`config.mk`:
```
export PLATFORM = sky130hd
export DESIGN_NAME = corr_predictor
export DESIGN_NICKNAME = d
export VERILOG_FILES = /design/src/rtl/corr_pred_pkg.sv /design/src/rtl/corr_pred_ctrl.sv /design/src/rtl/corr_pred_dp.sv /design/src/rtl/corr_predictor.sv
export SDC_FILE = /design/constraint.sdc
export NUM_CORES = 1
export LEC_CHECK = 0
export BUFFER_PORTS_ARGS = -buffer_cell sky130_fd_sc_hd__buf_2
export CORE_ASPECT_RATIO = 0.6
export CORE_UTILIZATION = 30
export CTS_BUF_LIST = sky130_fd_sc_hd__clkbuf_4 sky130_fd_sc_hd__clkbuf_8 sky130_fd_sc_hd__clkbuf_16
export DETAILED_ROUTE_END_ITERATION = 6
export PLACE_DENSITY_LB_ADDON = 0.05
export SLEW_MARGIN = 20
export SYNTH_ARGS = -nofsm -noshare
export SYNTH_HDL_FRONTEND = slang
export SYNTH_SLANG_ARGS = --single-unit
```
`constraint.sdc`:
```
create_clock -name clk -period 2.9 [get_ports clk]
set_input_delay 0.145 -clock clk [delete_from_list [all_inputs] [get_ports clk]]
set_output_delay 0.145 -clock clk [all_outputs]
set_load 0.01 [all_outputs]
```
`src/rtl/corr_pred_pkg.sv`:
```
package corr_pred_pkg;

  // Strobes from the update control to the datapath.
  typedef struct packed {
    logic ctrWr;      // write the selected counter this cycle
    logic ctrUp;      // direction of the write: 1 = +1, 0 = -1
    logic histShift;  // shift the global history
    logic histBit;    // bit entering the history
  } pred_strobe_t;

endpackage

```
`src/rtl/corr_pred_ctrl.sv`:
```
module corr_pred_ctrl
  import corr_pred_pkg::*;
#(
  parameter int CTR_BITS = 2
) (
  input  logic                updValid,
  input  logic                updTaken,
  input  logic [CTR_BITS-1:0] updCtr,
  output pred_strobe_t        strobe
);

  logic atTop;
  logic atBottom;

  assign atTop    = &updCtr;
  assign atBottom = ~|updCtr;

  always_comb begin
    strobe           = '0;
    strobe.histShift = updValid;
    strobe.histBit   = updTaken;
    strobe.ctrUp     = updTaken;
    // Skip the write when it would push past either end of the range.
    strobe.ctrWr     = updValid && (updTaken ? !atTop : !atBottom);
  end

endmodule

```
`src/rtl/corr_pred_dp.sv`:
```
module corr_pred_dp
  import corr_pred_pkg::*;
#(
  parameter int IDX_BITS  = 4,
  parameter int HIST_BITS = 2,
  parameter int CTR_BITS  = 2
) (
  input  logic                 clk,
  input  logic                 rstN,
  input  logic [IDX_BITS-1:0]  predIdx,
  output logic                 predTaken,
  output logic [HIST_BITS-1:0] histOut,
  input  logic [IDX_BITS-1:0]  updIdxPc,
  input  logic [HIST_BITS-1:0] updHist,
  output logic [CTR_BITS-1:0]  updCtr,
  input  pred_strobe_t         strobe
);

  localparam int ADDR_W      = IDX_BITS + HIST_BITS;
  localparam int TABLE_DEPTH = 1 << ADDR_W;
  localparam logic [CTR_BITS-1:0] WEAK_NT = {1'b0, {(CTR_BITS-1){1'b1}}};
  localparam logic [CTR_BITS-1:0] CTR_ONE = {{(CTR_BITS-1){1'b0}}, 1'b1};

  logic [CTR_BITS-1:0]  ctrTable [TABLE_DEPTH];
  logic [HIST_BITS-1:0] histQ;
  logic [HIST_BITS-1:0] histNext;
  logic [ADDR_W-1:0]    predAddr;
  logic [ADDR_W-1:0]    updAddr;

  // Address slot above, history pattern below.
  assign predAddr = {predIdx, histQ};
  assign updAddr  = {updIdxPc, updHist};

  assign predTaken = ctrTable[predAddr][CTR_BITS-1];
  assign updCtr    = ctrTable[updAddr];
  assign histOut   = histQ;

  generate
    if (HIST_BITS == 1) begin : g_histOne
      assign histNext = strobe.histBit;
    end else begin : g_histWide
      assign histNext = {histQ[HIST_BITS-2:0], strobe.histBit};
    end
  endgenerate

  always_ff @(posedge clk) begin
    if (!rstN) begin
      histQ <= '0;
    end else if (strobe.histShift) begin
      histQ <= histNext;
    end
  end

  always_ff @(posedge clk) begin
    if (!rstN) begin
      for (int i = 0; i < TABLE_DEPTH; i++) begin
        ctrTable[i] <= WEAK_NT;
      end
    end else if (strobe.ctrWr) begin
      ctrTable[updAddr] <= strobe.ctrUp ? (updCtr + CTR_ONE) : (updCtr - CTR_ONE);
    end
  end

  // the history moves only on an update.
  assert_hist_hold_R3: assert property (@(posedge clk) disable iff (!rstN)
    !strobe.histShift |=> $stable(histQ));

  // the newest outcome lands in bit 0.
  assert_hist_enter_R3: assert property (@(posedge clk) disable iff (!rstN)
    strobe.histShift |=> histQ[0] == $past(strobe.histBit));

  // a trained counter moves by at most one step.
  assert_ctr_step_R5: assert property (@(posedge clk) disable iff (!rstN)
    strobe.histShift |=> (ctrTable[$past(updAddr)] == $past(updCtr)) ||
                         (ctrTable[$past(updAddr)] == $past(updCtr) + CTR_ONE) ||
                         (ctrTable[$past(updAddr)] == $past(updCtr) - CTR_ONE));

  // no wrap at the top.
  assert_no_wrap_top_R5: assert property (@(posedge clk) disable iff (!rstN)
    (strobe.histShift && strobe.histBit && (&updCtr)) |=> (&ctrTable[$past(updAddr)]));

  // no wrap at the bottom.
  assert_no_wrap_bottom_R5: assert property (@(posedge clk) disable iff (!rstN)
    (strobe.histShift && !strobe.histBit && !(|updCtr)) |=> !(|ctrTable[$past(updAddr)]));

endmodule

```
`src/rtl/corr_predictor.sv`:
```
module corr_predictor
  import corr_pred_pkg::*;
#(
  parameter int PC_W      = 32,
  parameter int IDX_BITS  = 4,
  parameter int HIST_BITS = 2,
  parameter int CTR_BITS  = 2
) (
  input  logic                 clk,
  input  logic                 rstN,
  input  logic [PC_W-1:0]      predPc,
  output logic                 predTaken,
  output logic [HIST_BITS-1:0] predHist,
  input  logic                 updValid,
  input  logic [PC_W-1:0]      updPc,
  input  logic [HIST_BITS-1:0] updHist,
  input  logic                 updTaken
);

  pred_strobe_t        strobe;
  logic [CTR_BITS-1:0] updCtr;
  logic                unusedPcHigh;

  // Upper PC bits do not take part in indexing (no tag check).
  assign unusedPcHigh = ^{predPc[PC_W-1:IDX_BITS], updPc[PC_W-1:IDX_BITS]};

  corr_pred_ctrl #(
    .CTR_BITS (CTR_BITS)
  ) u_ctrl (
    .updValid (updValid),
    .updTaken (updTaken),
    .updCtr   (updCtr),
    .strobe   (strobe)
  );

  corr_pred_dp #(
    .IDX_BITS  (IDX_BITS),
    .HIST_BITS (HIST_BITS),
    .CTR_BITS  (CTR_BITS)
  ) u_dp (
    .clk       (clk),
    .rstN      (rstN),
    .predIdx   (predPc[IDX_BITS-1:0]),
    .predTaken (predTaken),
    .histOut   (predHist),
    .updIdxPc  (updPc[IDX_BITS-1:0]),
    .updHist   (updHist),
    .updCtr    (updCtr),
    .strobe    (strobe)
  );

endmodule

```
==> flow_results.org, run 1 <==
** Route
- Dividing the detail-routed via count by the number of cells gives 5.67.
- Final antenna-violating net count :: 0
- Initial drt markers :: 620
- Total length of routed wires :: 32.1 mm
- The pre-antenna-repair detailed-routing pass consisted of 5 iterations.
- In the routed design, unresolved DRC markers number 0.
- Vias after detailed routing :: 6261
- Dividing the detail-routed wire length by the instance count gives 29.1 um.

** Clocking
- TritonCTS built the clock tree.
- Reg clk slew, reported paths :: 0.06 ns
- The H-tree generated during clock tree synthesis spans 4 levels.
- Clock Root Buffer :: sky130_fd_sc_hd__clkbuf_16
- Hold_buf cts :: 0
- Buffers inserted during clock tree synthesis total 17.
- Worst-skew pair later-pin latency :: 0.45 ns
- CTS saw 130 sinks.
- Maximum buffer depth of the clock tree :: 2

** Final layout
- The post-route netlist has 54.5% of its cells at a drive strength greater than 1.
- In the final design database the tool counted 843 nets.
- P&R area growth vs syn :: 44.4%
- The finished cells cover 0.0107 mm2.
- Non-Filler Instances :: 1105
- Number of antenna repair diodes :: 0

** Logic synthesis
- sky130_fd_sc_hd__edfxtp_1 is the most common cell in the netlist.
- Post-synth ARST share :: 0%
- Summed over all instances, the cell type with the most area after synthesis is sky130_fd_sc_hd__edfxtp_1.
- Syn_area_per_cell :: 12.0 um2
- The number of nets handed over by synthesis was 689.
- Post-synthesis instance area :: 0.00742 mm2
- Synth Instances :: 619
- Top cells by instance count after synthesis :: sky130_fd_sc_hd__edfxtp_1, sky130_fd_sc_hd__nand2_1, sky130_fd_sc_hd__o21ai_0
- Top flip-flop cell by instance count after synthesis :: sky130_fd_sc_hd__edfxtp_1
- Summing the sequential cell areas from Yosys gives 52.4% of the chip area.
- The number of different library cells used by synthesis comes to 56.
- Of the post-synthesis cell area, the dominant cell type holds 51.8%.
- Yosys printed 0 warnings.
- Largest cells by area after synthesis :: sky130_fd_sc_hd__edfxtp_1, sky130_fd_sc_hd__nor3_2, sky130_fd_sc_hd__mux4_2
- Counting flops and latches in the post-synthesis netlist gives 130.
- EDFF count, synth :: 128

** Timing
- Finish-stage setup viols :: 254
- The routed design could run at a clock period as short as 3.11 ns.
- Slack of the critical path :: -0.210 ns
- F_max :: 0.322 GHz
- Slew at the pin with the worst max-slew slack :: 0.825 ns
- The final hold violation count came to 0.
- Number of max-slew violations in the final report :: 0
- Post-route clock period utilization :: 107%
- Accumulated negative setup slack :: -31.84 ns
- Slew HR :: 44.9%
- Hold slack :: 0.260 ns
- Unrepaired setup endpoints after global routing :: true
- Final clock skew :: 0.0174 ns

** Status
- Outcome :: complete, but fails checks
- Violations in the final reports :: setup timing

** Placement
- Routability congestion estimate :: 0.937
- DPL Wire Length :: 22.4 mm
- Placed instance count :: 1059
- The placed instances occupy a cell area of 0.00889 mm2.
- IO Port Bufs :: 16

** GRT
- Overall track demand over capacity in global routing :: 26.2%
- Number of antenna violations at the first check in global routing :: 0
- The first global-routing pass estimated 45.0 mm of wire.
- GR Overflow Total :: 0
- Number of global-route vias before repair :: 6181
- Maximum number of pins on one net before global-route repair :: 31

** Worst setup path
- STA classifies the critical path startpoint as a flip-flop.
- The worst setup path is captured at a flip-flop.
- For the worst setup path, the data arrival time is 3.25 ns.
- Series of cell instances along the critical path :: a221oi_2 -> nor3_2 -> or4_4 -> or4_4 -> nand3b_4 -> buf_6 -> nand3b_1 -> buf_6 -> buf_12 -> o21ai_4
- Cell at the slowest stage of the critical path :: sky130_fd_sc_hd__or4_4
- Critical Path Fanout Max :: 6
- Delay contributed by the slowest stage of the critical path :: 0.57 ns
- CP required :: 3.04 ns
- The setup path with the least slack is of type reg2reg.

** Floorplan
- Initial core utilization :: 30.6%
- Die Height :: 124 um
- Die area :: 0.0254 mm2
- Row count :: 44
- The region available for standard cell placement spans 0.0242 mm2.
- Horizontal die dimension :: 205 um
- Top-Level Pins :: 73

** Flow run
- Across the run, the number of max-cap violations was 0.

** Power
- Ratio of total power to cell area :: 494 mW/mm2
- The worst-case IR drop observed on VDD is 405 uV.
- The analysis attributes to cell leakage a power of 3.45 nW.
- The design draws 5.30 mW.

** Min path
- The path class of the tightest hold or removal check is in2reg.
state kept, by name, indices dropped and copies added, names as in the netlist:
name	count
u_dp.ctrTable	128
u_dp.histOut	2
per-stage QoR:
step | util (%) | setup WS, ns
6_report | 44.2 | -0.210
5_1_grt | 44.2 | -0.251
4_1_cts | 42.4 | -0.190
3_5_place_dp | 36.7 | -0.766
3_3_place_gp | 36.7 | -0.687
2_1_floorplan | - | 0.0194
layer usage:
metal	track usage, %	routed length, um	vias up
li1	-	-	2704
met1	37.2	15200	3270
met2	39.8	14300	249
met3	6.46	1980	38
met4	6.67	590	0
met5	0	0	-
cells in the final DEF (no fill, tap or decap), types with 3 or more instances in the layout:
cell                        netlist  final
sky130_fd_sc_hd__buf_4            6    129
sky130_fd_sc_hd__edfxtp_1       128    128
sky130_fd_sc_hd__nand2_1         91     64
sky130_fd_sc_hd__nor3_2          60     58
sky130_fd_sc_hd__o21ai_4          0     48
sky130_fd_sc_hd__nand2_2          0     26
sky130_fd_sc_hd__mux4_2          25     25
sky130_fd_sc_hd__buf_6            8     24
sky130_fd_sc_hd__mux2i_1         23     23
sky130_fd_sc_hd__clkbuf_16        0     18
sky130_fd_sc_hd__nor2_1          16     16
sky130_fd_sc_hd__buf_12           0     16
sky130_fd_sc_hd__buf_2           13     15
sky130_fd_sc_hd__nor3_1          12     10
sky130_fd_sc_hd__o21ai_2          0     10
sky130_fd_sc_hd__nand3_1         16      9
sky130_fd_sc_hd__a21oi_1         11      8
sky130_fd_sc_hd__o22ai_1          9      8
sky130_fd_sc_hd__a22oi_1          9      8
sky130_fd_sc_hd__nand3b_1         7      7
sky130_fd_sc_hd__nand2b_1         7      7
sky130_fd_sc_hd__o21ai_1          0      7
sky130_fd_sc_hd__nor2b_1          6      6
sky130_fd_sc_hd__nor4b_1          6      6
sky130_fd_sc_hd__a221oi_2         0      6
sky130_fd_sc_hd__nand3_4          0      6
sky130_fd_sc_hd__or3b_2           5      5
sky130_fd_sc_hd__o21ai_0         70      5
sky130_fd_sc_hd__buf_8            0      5
sky130_fd_sc_hd__nor3_4           0      4
sky130_fd_sc_hd__clkinv_1         0      4
sky130_fd_sc_hd__clkinv_2         0      4
sky130_fd_sc_hd__mux2_2           3      3
sky130_fd_sc_hd__and2_1           5      3
sky130_fd_sc_hd__a221oi_1         9      3
sky130_fd_sc_hd__a21oi_4          1      3
final cells by class:
type	instances	area [um2]
clock inverter	10	95.1
timing repair buffer	192	1790
sequential	130	3890
tap	322	403
fill	2276	13500
inverter	2	7.51
multi-input combinational	430	4090
clock buffer	19	440
what timing repair did:
item                                    CTS  global route
hold endpoints to repair                  0             0
setup buffers                            17            19
pin swaps                                23            44
endpoints found under the setup margin  214           257
gates cloned                              4             1
gates resized for setup                 197            91
cells by family (layout without fill, tap and decap cells):
family                    after synthesis  after routing  share of synthesized area (%)
and+or+nand+nor                       249            249                           21.0
DFF                                   130            130                           52.4
AOI/OAI and AO/OA                     129            129                           10.9
buffers and inverters                  59            223                           4.32
muxes                                  51             51                           11.1
xor gates and xnor gates                1              1                          0.219
final timing paths:
kind | startpoint | end | slack [ns] | cells after the start
hold / removal | updValid | u_dp.histOut[1] | 0.26 | 4
setup reg to reg | u_dp.ctrTable[31][1] | u_dp.ctrTable[14][1] | -0.21 | 10
hold reg to reg | u_dp.histOut[0] | u_dp.histOut[1] | 0.67 | 2
setup / recovery | u_dp.ctrTable[31][1] | u_dp.ctrTable[14][1] | -0.21 | 10
worst max-delay path: cells and delay by family (launching register included):
family	cells	cell delay, ns
buffers and inverters	3	0.42
and+or+nand+nor	5	1.45
AOI/OAI and AO/OA	2	0.47
DFF	1	0.46
report_power, final:
part           internal [mW]  switching (mW)  leakage [nW]
Combinational          0.476           0.634          2.06
Clock                   1.25           0.805         0.269
Sequential              2.10          0.0357          1.12
Power figures use the tool's default switching activity.
==> run 2, diff against run 1 <==
--- a/config.mk
+++ b/config.mk
@@ -5,6 +5,7 @@
 export SDC_FILE = /design/constraint.sdc
 export NUM_CORES = 1
 export LEC_CHECK = 0
+export ABC_AREA = 1
 export BUFFER_PORTS_ARGS = -buffer_cell sky130_fd_sc_hd__buf_2
 export CORE_ASPECT_RATIO = 0.6
 export CORE_UTILIZATION = 30
==> run 2 against run 1 <==
Net effect:
- the run now ends clean
- hold slack lost 0.20 ns
- combinational power decreased by 15%
- flip-flop and latch count stayed put
- synthesized cell count rose by 71%
- largest cell class is now sequential cells
- highest routed layer unchanged
==> flow_results.org, run 2 <==
** Status
- Outcome :: complete, no violations

** GRT
- Number of antenna violations at the first check in global routing :: 0
- Entering global routing, the biggest net connects 67 pins.
- Overall track demand over capacity in global routing :: 21.1%
- Summed over all layers, the global routing overflow is 0.
- Number of global-route vias before repair :: 6616
- The first global-routing pass estimated 42.9 mm of wire.

** Power
- In this run the power density over the cells is 547 mW/mm2.
- Worst supply voltage drop on vdd :: 408 uV
- In this run the static leakage power is 3.66 nW.

** Logic synthesis
- The share of the Yosys chip area taken by registers is 47.3%.
- Yosys mapped the design onto 28 distinct sky130hd cell types.
- Count of yosys warnings during synthesis :: 0
- Leading cell type by number of instances after synthesis :: sky130_fd_sc_hd__nand2_1
- Post-synthesis instance area :: 0.00821 mm2
- For this run, the leading register cell type out of synthesis is sky130_fd_sc_hd__edfxtp_1.
- Counting flops with a built-in enable in the synthesized netlist gives 128.
- Syn_area_per_cell :: 7.76 um2
- For this run, asynchronously set or reset flops after synthesis account for 0%.
- Top cell type by total area after synthesis :: sky130_fd_sc_hd__edfxtp_1
- Largest cells by area after synthesis :: sky130_fd_sc_hd__edfxtp_1, sky130_fd_sc_hd__nand2_1, sky130_fd_sc_hd__nor2_1
- Top cells by instance count after synthesis :: sky130_fd_sc_hd__nand2_1, sky130_fd_sc_hd__nor2_1, sky130_fd_sc_hd__edfxtp_1
- The number of nets in the synthesized netlist is 1129.
- Synth Instances :: 1059
- After synthesis, the largest area contributor takes up 46.8% of total cell area.
- Register bit count reported by yosys :: 130

** Floorplan
- Row count :: 46
- Die area :: 0.0281 mm2
- The core region is 0.0266 mm2.
- Initial core utilization :: 30.8%
- In this run the horizontal extent of the chip is 216 um.
- The die is 130 um tall.
- During I/O placement, the number of pins put on the boundary was 73.

** Route
- The first detailed-routing pass ran for 5 iterations.
- The routed design has 28.2 mm of wire.
- Final antenna-violating net count :: 0
- After detailed routing, the number of vias per cell comes to 4.97.
- Detailed-route wire length per cell :: 19.8 um
- Initial drt markers :: 500
- In the routed design, unresolved DRC markers number 0.
- Vias after detailed routing :: 7074

** Worst setup path
- Delay contributed by the slowest stage of the critical path :: 0.34 ns
- STA puts the critical path data required time at 2.76 ns.
- The signal on the critical path passes through inv_1 -> buf_4 -> o21ai_0 -> o22ai_1 -> o21ai_0 -> o211ai_1 -> nand3_1 -> nand2_1 -> buf_2.
- WS Path Type :: reg2out
- Counting stages on the worst path, the most repeated cell is sky130_fd_sc_hd__o21ai_0.
- The worst setup path is captured at an output pin.
- Cell at the slowest stage of the critical path :: sky130_fd_sc_hd__inv_1
- Critical path launch point type :: flip-flop
- Of all nets on the critical path, the largest fanout is 9.
- Arr. time, crit path :: 2.53 ns

** Timing
- After routing, the total negative slack on setup checks comes to 0 ns.
- The worst pin sits at a relative slew slack of 35.6%.
- Slew at the pin with the worst max-slew slack :: 0.967 ns
- Unrepaired setup endpoints after global routing :: false
- The clock arrives with 0.00933 ns of skew.
- The count of final max-slew check failures came to 0.
- Setup violations remaining at the end of the flow were counted as 0.
- F_max :: 0.374 GHz
- After layout, the worst setup slack is 0.228 ns.
- Post-route clock period utilization :: 92.1%
- Post-layout minimum cycle time :: 2.67 ns
- The final hold violation count came to 0.

** Final layout
- Number of antenna repair diodes :: 0
- Filler cell count :: 2847
- Top register by number of flip-flops :: u_dp.ctrTable
- Commonest cells after routing, fill and taps aside :: sky130_fd_sc_hd__nand2_1, sky130_fd_sc_hd__nor2_1, sky130_fd_sc_hd__edfxtp_1
- The register with the most flip-flops in the layout has 128 of them.
- Fraction of final layout cells sized beyond drive strength 1 :: 13.6%
- Nets :: 1121
- The area growth from synthesis to layout is 13.4%.
- The library cell used most frequently in the layout, excluding fill and tap cells, is sky130_fd_sc_hd__nand2_1.

** Placement
- The count of buffers added on input and output ports is 16.
- Routability-driven placement finished with a final weighted congestion of 0.809.
- Worst setup timing slack at the placement stage :: 0.175 ns
- DPL Wire Length :: 18.3 mm

** Min path
- The tightest min-delay check is of the in2reg type.

** Clocking
- Maximum buffer depth of the clock tree :: 2
- The clock reaches the later pin of the worst-skew pair after 0.44 ns.
- H-Tree Level Count :: 4
- The root buffer cell chosen for the clock tree is sky130_fd_sc_hd__clkbuf_16.
- TritonCTS Buffers :: 17
- Reg clk slew, reported paths :: 0.06 ns
- After clock tree synthesis, the setup repair step added 0 buffers.
- Num Clock Sinks :: 130
- TritonCTS clock tree :: done
- Quantity of gates resized following cts :: 0
- Hold_buf cts :: 1

** Flow run
- Across the run, the number of max-cap violations was 0.
[run 2: changes by cell type after synthesis, sizes merged, moves of 25 or more]
cell	previous run	this run
nand3	16	79
nand2	91	387
nor2	16	185
o21ai	70	45
inv	2	46
nand4	1	64
mux4	25	0
nor3	72	8
[run 2: area by class of cell]
class | count | area [um2] | share of cell area [%]
multi-input combinational | 802 | 3730 | 40.1
clock inverter | 10 | 67.6 | 0.725
inverter | 47 | 179 | 1.92
clock buffer | 22 | 463 | 4.97
timing repair buffer | 53 | 536 | 5.75
tap | 360 | 450 | 4.84
sequential | 130 | 3880 | 41.7
[run 2: critical path, delay by kind of cell, from the launching register on]
kind | cells | cell delay, ns
AO/OA/AOI/OAI | 4 | 0.81
buffers and inverters | 3 | 0.76
flip-flops | 1 | 0.31
AND/OR/NAND/NOR | 2 | 0.20
[run 2: per-layer routing]
layer	wire length (um)	track usage [%]	vias to the layer above
met4	221	5.01	0
met1	15300	32.4	3405
met3	1250	4.10	12
li1	-	-	3517
met2	11400	30.0	140
met5	0	0	-
[run 2: kinds of logic (layout without fill, tap and decap cells)]
logic type | count (synthesis) | in the layout | share of synthesized area (%)
AND/OR/NAND/NOR | 731 | 731 | 40.5
buffers and inverters | 127 | 132 | 7.36
AO/OA/AOI/OAI | 71 | 71 | 4.84
flip-flops | 130 | 130 | 47.3
[run 2: metrics by stage]
step                      instance area [um2]  utilization [%]  total power [mW]  std cells  hold slack (ns)
after floorplan                          8210                -              2.75       1059            0.235
after global placement                   8770             32.9              3.12       1391            0.439
after detailed placement                 8770             32.9              3.11       1391            0.435
after CTS                                9310             35.0              5.15       1424           0.0259
after global routing                     9310             35.0              5.29       1424           0.0459
final                                    9310             35.0              5.09       1424           0.0612
[run 2: report_power, final]
group	internal, mW	switching [mW]	leakage [nW]	total, mW
clock	1.20	0.823	0.268	2.02
combinational	0.244	0.700	2.26	0.944
sequential	2.10	0.0267	1.13	2.13
[run 2: worst paths after layout]
check        slack, ns            startpoint                  end  cells after the start
min reg2reg       0.77       u_dp.histOut[0]      u_dp.histOut[1]                      3
max               0.23       u_dp.histOut[1]            predTaken                      9
min               0.06              updTaken      u_dp.histOut[0]                      3
max reg2reg       0.47  u_dp.ctrTable[40][0]  u_dp.ctrTable[1][0]                     13
==> run 3, diff against run 2 <==
==> constraint.sdc (replaced) <==
create_clock -name clk -period 2.5 [get_ports clk]
set_input_delay 0.125 -clock clk [delete_from_list [all_inputs] [get_ports clk]]
set_output_delay 0.125 -clock clk [all_outputs]
set_load 0.01 [all_outputs]
==> run 3 against run 2 <==
Net effect:
- critical path depth is 2 higher
- clock skew is 0.00090 ns lower
- sequential power is 16% higher
- power is 20% higher
- cell area is 5.7% higher
- sequential share of layout area is 2.2 points lower
- register-to-register slack worse by 0.31 ns
- critical path type unchanged
- critical endpoint unchanged
- largest power group unchanged
==> flow_results.org, run 3 (same netlist as run 2, synthesis figures left out) <==
** Power
- Static Leakage :: 3.94 nW
- The internal power of the cells totals 4.23 mW.
- Combinational fraction of design power :: 21.5%
- Across the VDD grid, the largest voltage drop is 386 uV.
- Net switching is 30.9% of the power.
- Switching pwr :: 1.89 mW
- Post-route total power :: 6.12 mW
- The share of total power dissipated in sequential elements is 40.4%.
- Clock network power share :: 38.1%
- Dividing total power by cell area gives a power density of 622 mW/mm2.

** Final layout
- Most common cell after layout, fill and taps aside :: sky130_fd_sc_hd__nand2_1
- The register with the most flip-flops in the layout has 128 of them.
- Footprint of the multi-input gates :: 0.00381 mm2
- u_dp.ctrTable holds more flip-flops than any other register.
- Leaving out fill and tap cells, the most frequent cells in the layout are sky130_fd_sc_hd__nand2_1, sky130_fd_sc_hd__nor2_1, sky130_fd_sc_hd__edfxtp_1.
- Nets :: 1167
- Fraction of final layout cells sized beyond drive strength 1 :: 18.3%
- P&R area growth vs syn :: 19.8%
- Sequential standard cell area :: 0.00388 mm2
- The layout has 2796 filler cells.
- Non-Filler Instances :: 1470

** Route
- Ratio of routed vias to standard cells :: 5.05
- Residual DRC count :: 0
- The routed layout has 7425 vias.
- Detailed-route wire length per cell :: 20.6 um
- The count of nets left with antenna violations once routing finished came out at 0.
- DR pass1 iterations :: 5
- Total length of routed wires :: 30.3 mm
- Initial drt markers :: 608

** Clocking
- Num Clock Sinks :: 130
- Maximum buffer depth of the clock tree :: 2
- Reg clk slew, reported paths :: 0.06 ns
- H-Tree Level Count :: 4
- Clock Root Buffer :: sky130_fd_sc_hd__clkbuf_16
- Clock latency on the worst-skew pair, taken at its later pin, is 0.44 ns.
- TritonCTS Buffers :: 17
- TritonCTS built the clock tree.

** Status
- The run finished with clean final reports.

** Worst setup path
- In this run the worst path has a maximum fanout of 11.
- The worst setup path is captured at an output pin.
- STA classifies the critical path startpoint as a flip-flop.
- WS Path Type :: reg2out
- Arr. time, crit path :: 2.25 ns
- For the worst setup path, the data required time is 2.38 ns.

** Timing
- Final clock skew :: 0.00843 ns
- Timing would allow up to 0.421 GHz.
- The count of final max-slew check failures was 0.
- Unrepaired setup endpoints after global routing :: false
- Post-route clock period utilization :: 95.0%
- Final hold analysis gives a worst-case slack of 0.358 ns.
- Setup violations remaining at the end of the flow were counted as 0.
- The worst pin sits at a relative slew slack of 37.2%.
- Counting I/O delays and the setup requirement, the final critical path takes 2.38 ns.
- For the pin with the worst max-slew slack, the measured transition is 0.942 ns.
- For the final routed database, the setup TNS stands at 0 ns.
- Hold violation count in the final report :: 0

** Floorplan
- Once the floorplan was initialized, standard cells occupied 30.8% of the core.
- Die Height :: 130 um
- The die is 216 um wide.
- Area of the core :: 0.0266 mm2
- The floorplan step defined a die boundary enclosing 0.0281 mm2.
- Pin placement for this block handled 73 I/O pins.
- The floorplan has 46 rows.

** GRT
- The number of antenna violations at the first check in global routing came to 1.
- Summed over all layers, the global routing overflow is 0.
- GR met1 Demand/Resource :: 32.9%
- Global routing consumed, on the met2 layer, 30.1% of the routing resources.
- Busiest grt layer :: met1
- Entering global routing, the biggest net connects 67 pins.
- In the global route stage, met3 resource usage came out at 4.83%.
- Global-route wire length before repair :: 43.9 mm
- Global routing consumed, over all layers together, 21.5% of the routing resources.
- Number of global-route vias before repair :: 6655

** Placement
- Routability congestion estimate :: 0.820
- DPL Wire Length :: 19.2 mm
- IO Port Bufs :: 16
- Placed instance count :: 1426

** Flow run
- The tool flagged a number of max-cap violations equal to 0.

** Min path
- Hold Path Class :: in2reg
-- run 3: path summary, 6_finish.rpt --
path,startpoint,endpoint,slack (ns),cells after the start
min,rstN,u_dp.ctrTable[0][0],0.36,4
max reg2reg,u_dp.ctrTable[23][0],u_dp.ctrTable[47][0],0.16,12
min reg2reg,u_dp.histOut[1],u_dp.histOut[1],0.77,3
max,u_dp.histOut[0],predTaken,0.12,11
-- run 3: final cells by class --
| type | instances | area share (%) |
|---|---|---|
| antenna | 1 | 0.0254 |
| clock buffer | 21 | 4.63 |
| clock inverter | 10 | 0.699 |
| inverter | 47 | 1.82 |
| multi-input combinational | 803 | 38.7 |
| sequential | 130 | 39.5 |
| tap | 360 | 4.58 |
| timing repair buffer | 98 | 10.1 |
-- run 3: worst max-delay path: stages (launching register included) --
cell and delay, ns:
sky130_fd_sc_hd__dfxtp_1 0.34, sky130_fd_sc_hd__buf_6 0.10, sky130_fd_sc_hd__inv_1 0.04, sky130_fd_sc_hd__buf_4 0.19, sky130_fd_sc_hd__o21ai_1 0.15, sky130_fd_sc_hd__o22ai_2 0.14
sky130_fd_sc_hd__or2_2 0.30, sky130_fd_sc_hd__o211ai_1 0.12, sky130_fd_sc_hd__o211ai_1 0.12, sky130_fd_sc_hd__nand3_1 0.10, sky130_fd_sc_hd__nand2_1 0.07, sky130_fd_sc_hd__buf_2 0.14
-- run 3: layer usage --
metal / vias up / share of wire [%]
li1: 3624 / -
met1: 3583 / 53
met2: 203 / 41
met3: 15 / 5.1
met4: 0 / 0.89
met5: - / 0
-- run 3: power groups by stage --
stage / registers (mW) / clock network [mW] / logic (mW)
2_1_floorplan: 2.50 / 0 / 0.693
3_3_place_gp: 2.51 / 0 / 1.15
3_5_place_dp: 2.51 / 0 / 1.14
4_1_cts: 2.47 / 2.37 / 1.15
5_1_grt: 2.47 / 2.45 / 1.41
6_report: 2.47 / 2.33 / 1.32
-- run 3: through the flow --
step / instance area [um2] / utilization, % / setup slack, ns
after floorplan: 8210 / - / 0.554
after global placement: 9050 / 34.0 / -0.0701
after detailed placement: 9050 / 34.0 / -0.0316
after CTS: 9600 / 36.0 / 0.00297
after global routing: 9840 / 36.9 / 0.00937
final: 9840 / 36.9 / 0.124
-- run 3: timing repair --
action | 4_1_cts | 5_1_grt
gates resized for setup | 3 | 16
cloned | 0 | 6
endpoints found under the hold margin | 2 | 0
setup endpoints to repair | 1 | 155
setup buffers | 0 | 4
hold buffers | 2 | 0
pin swaps | 0 | 1
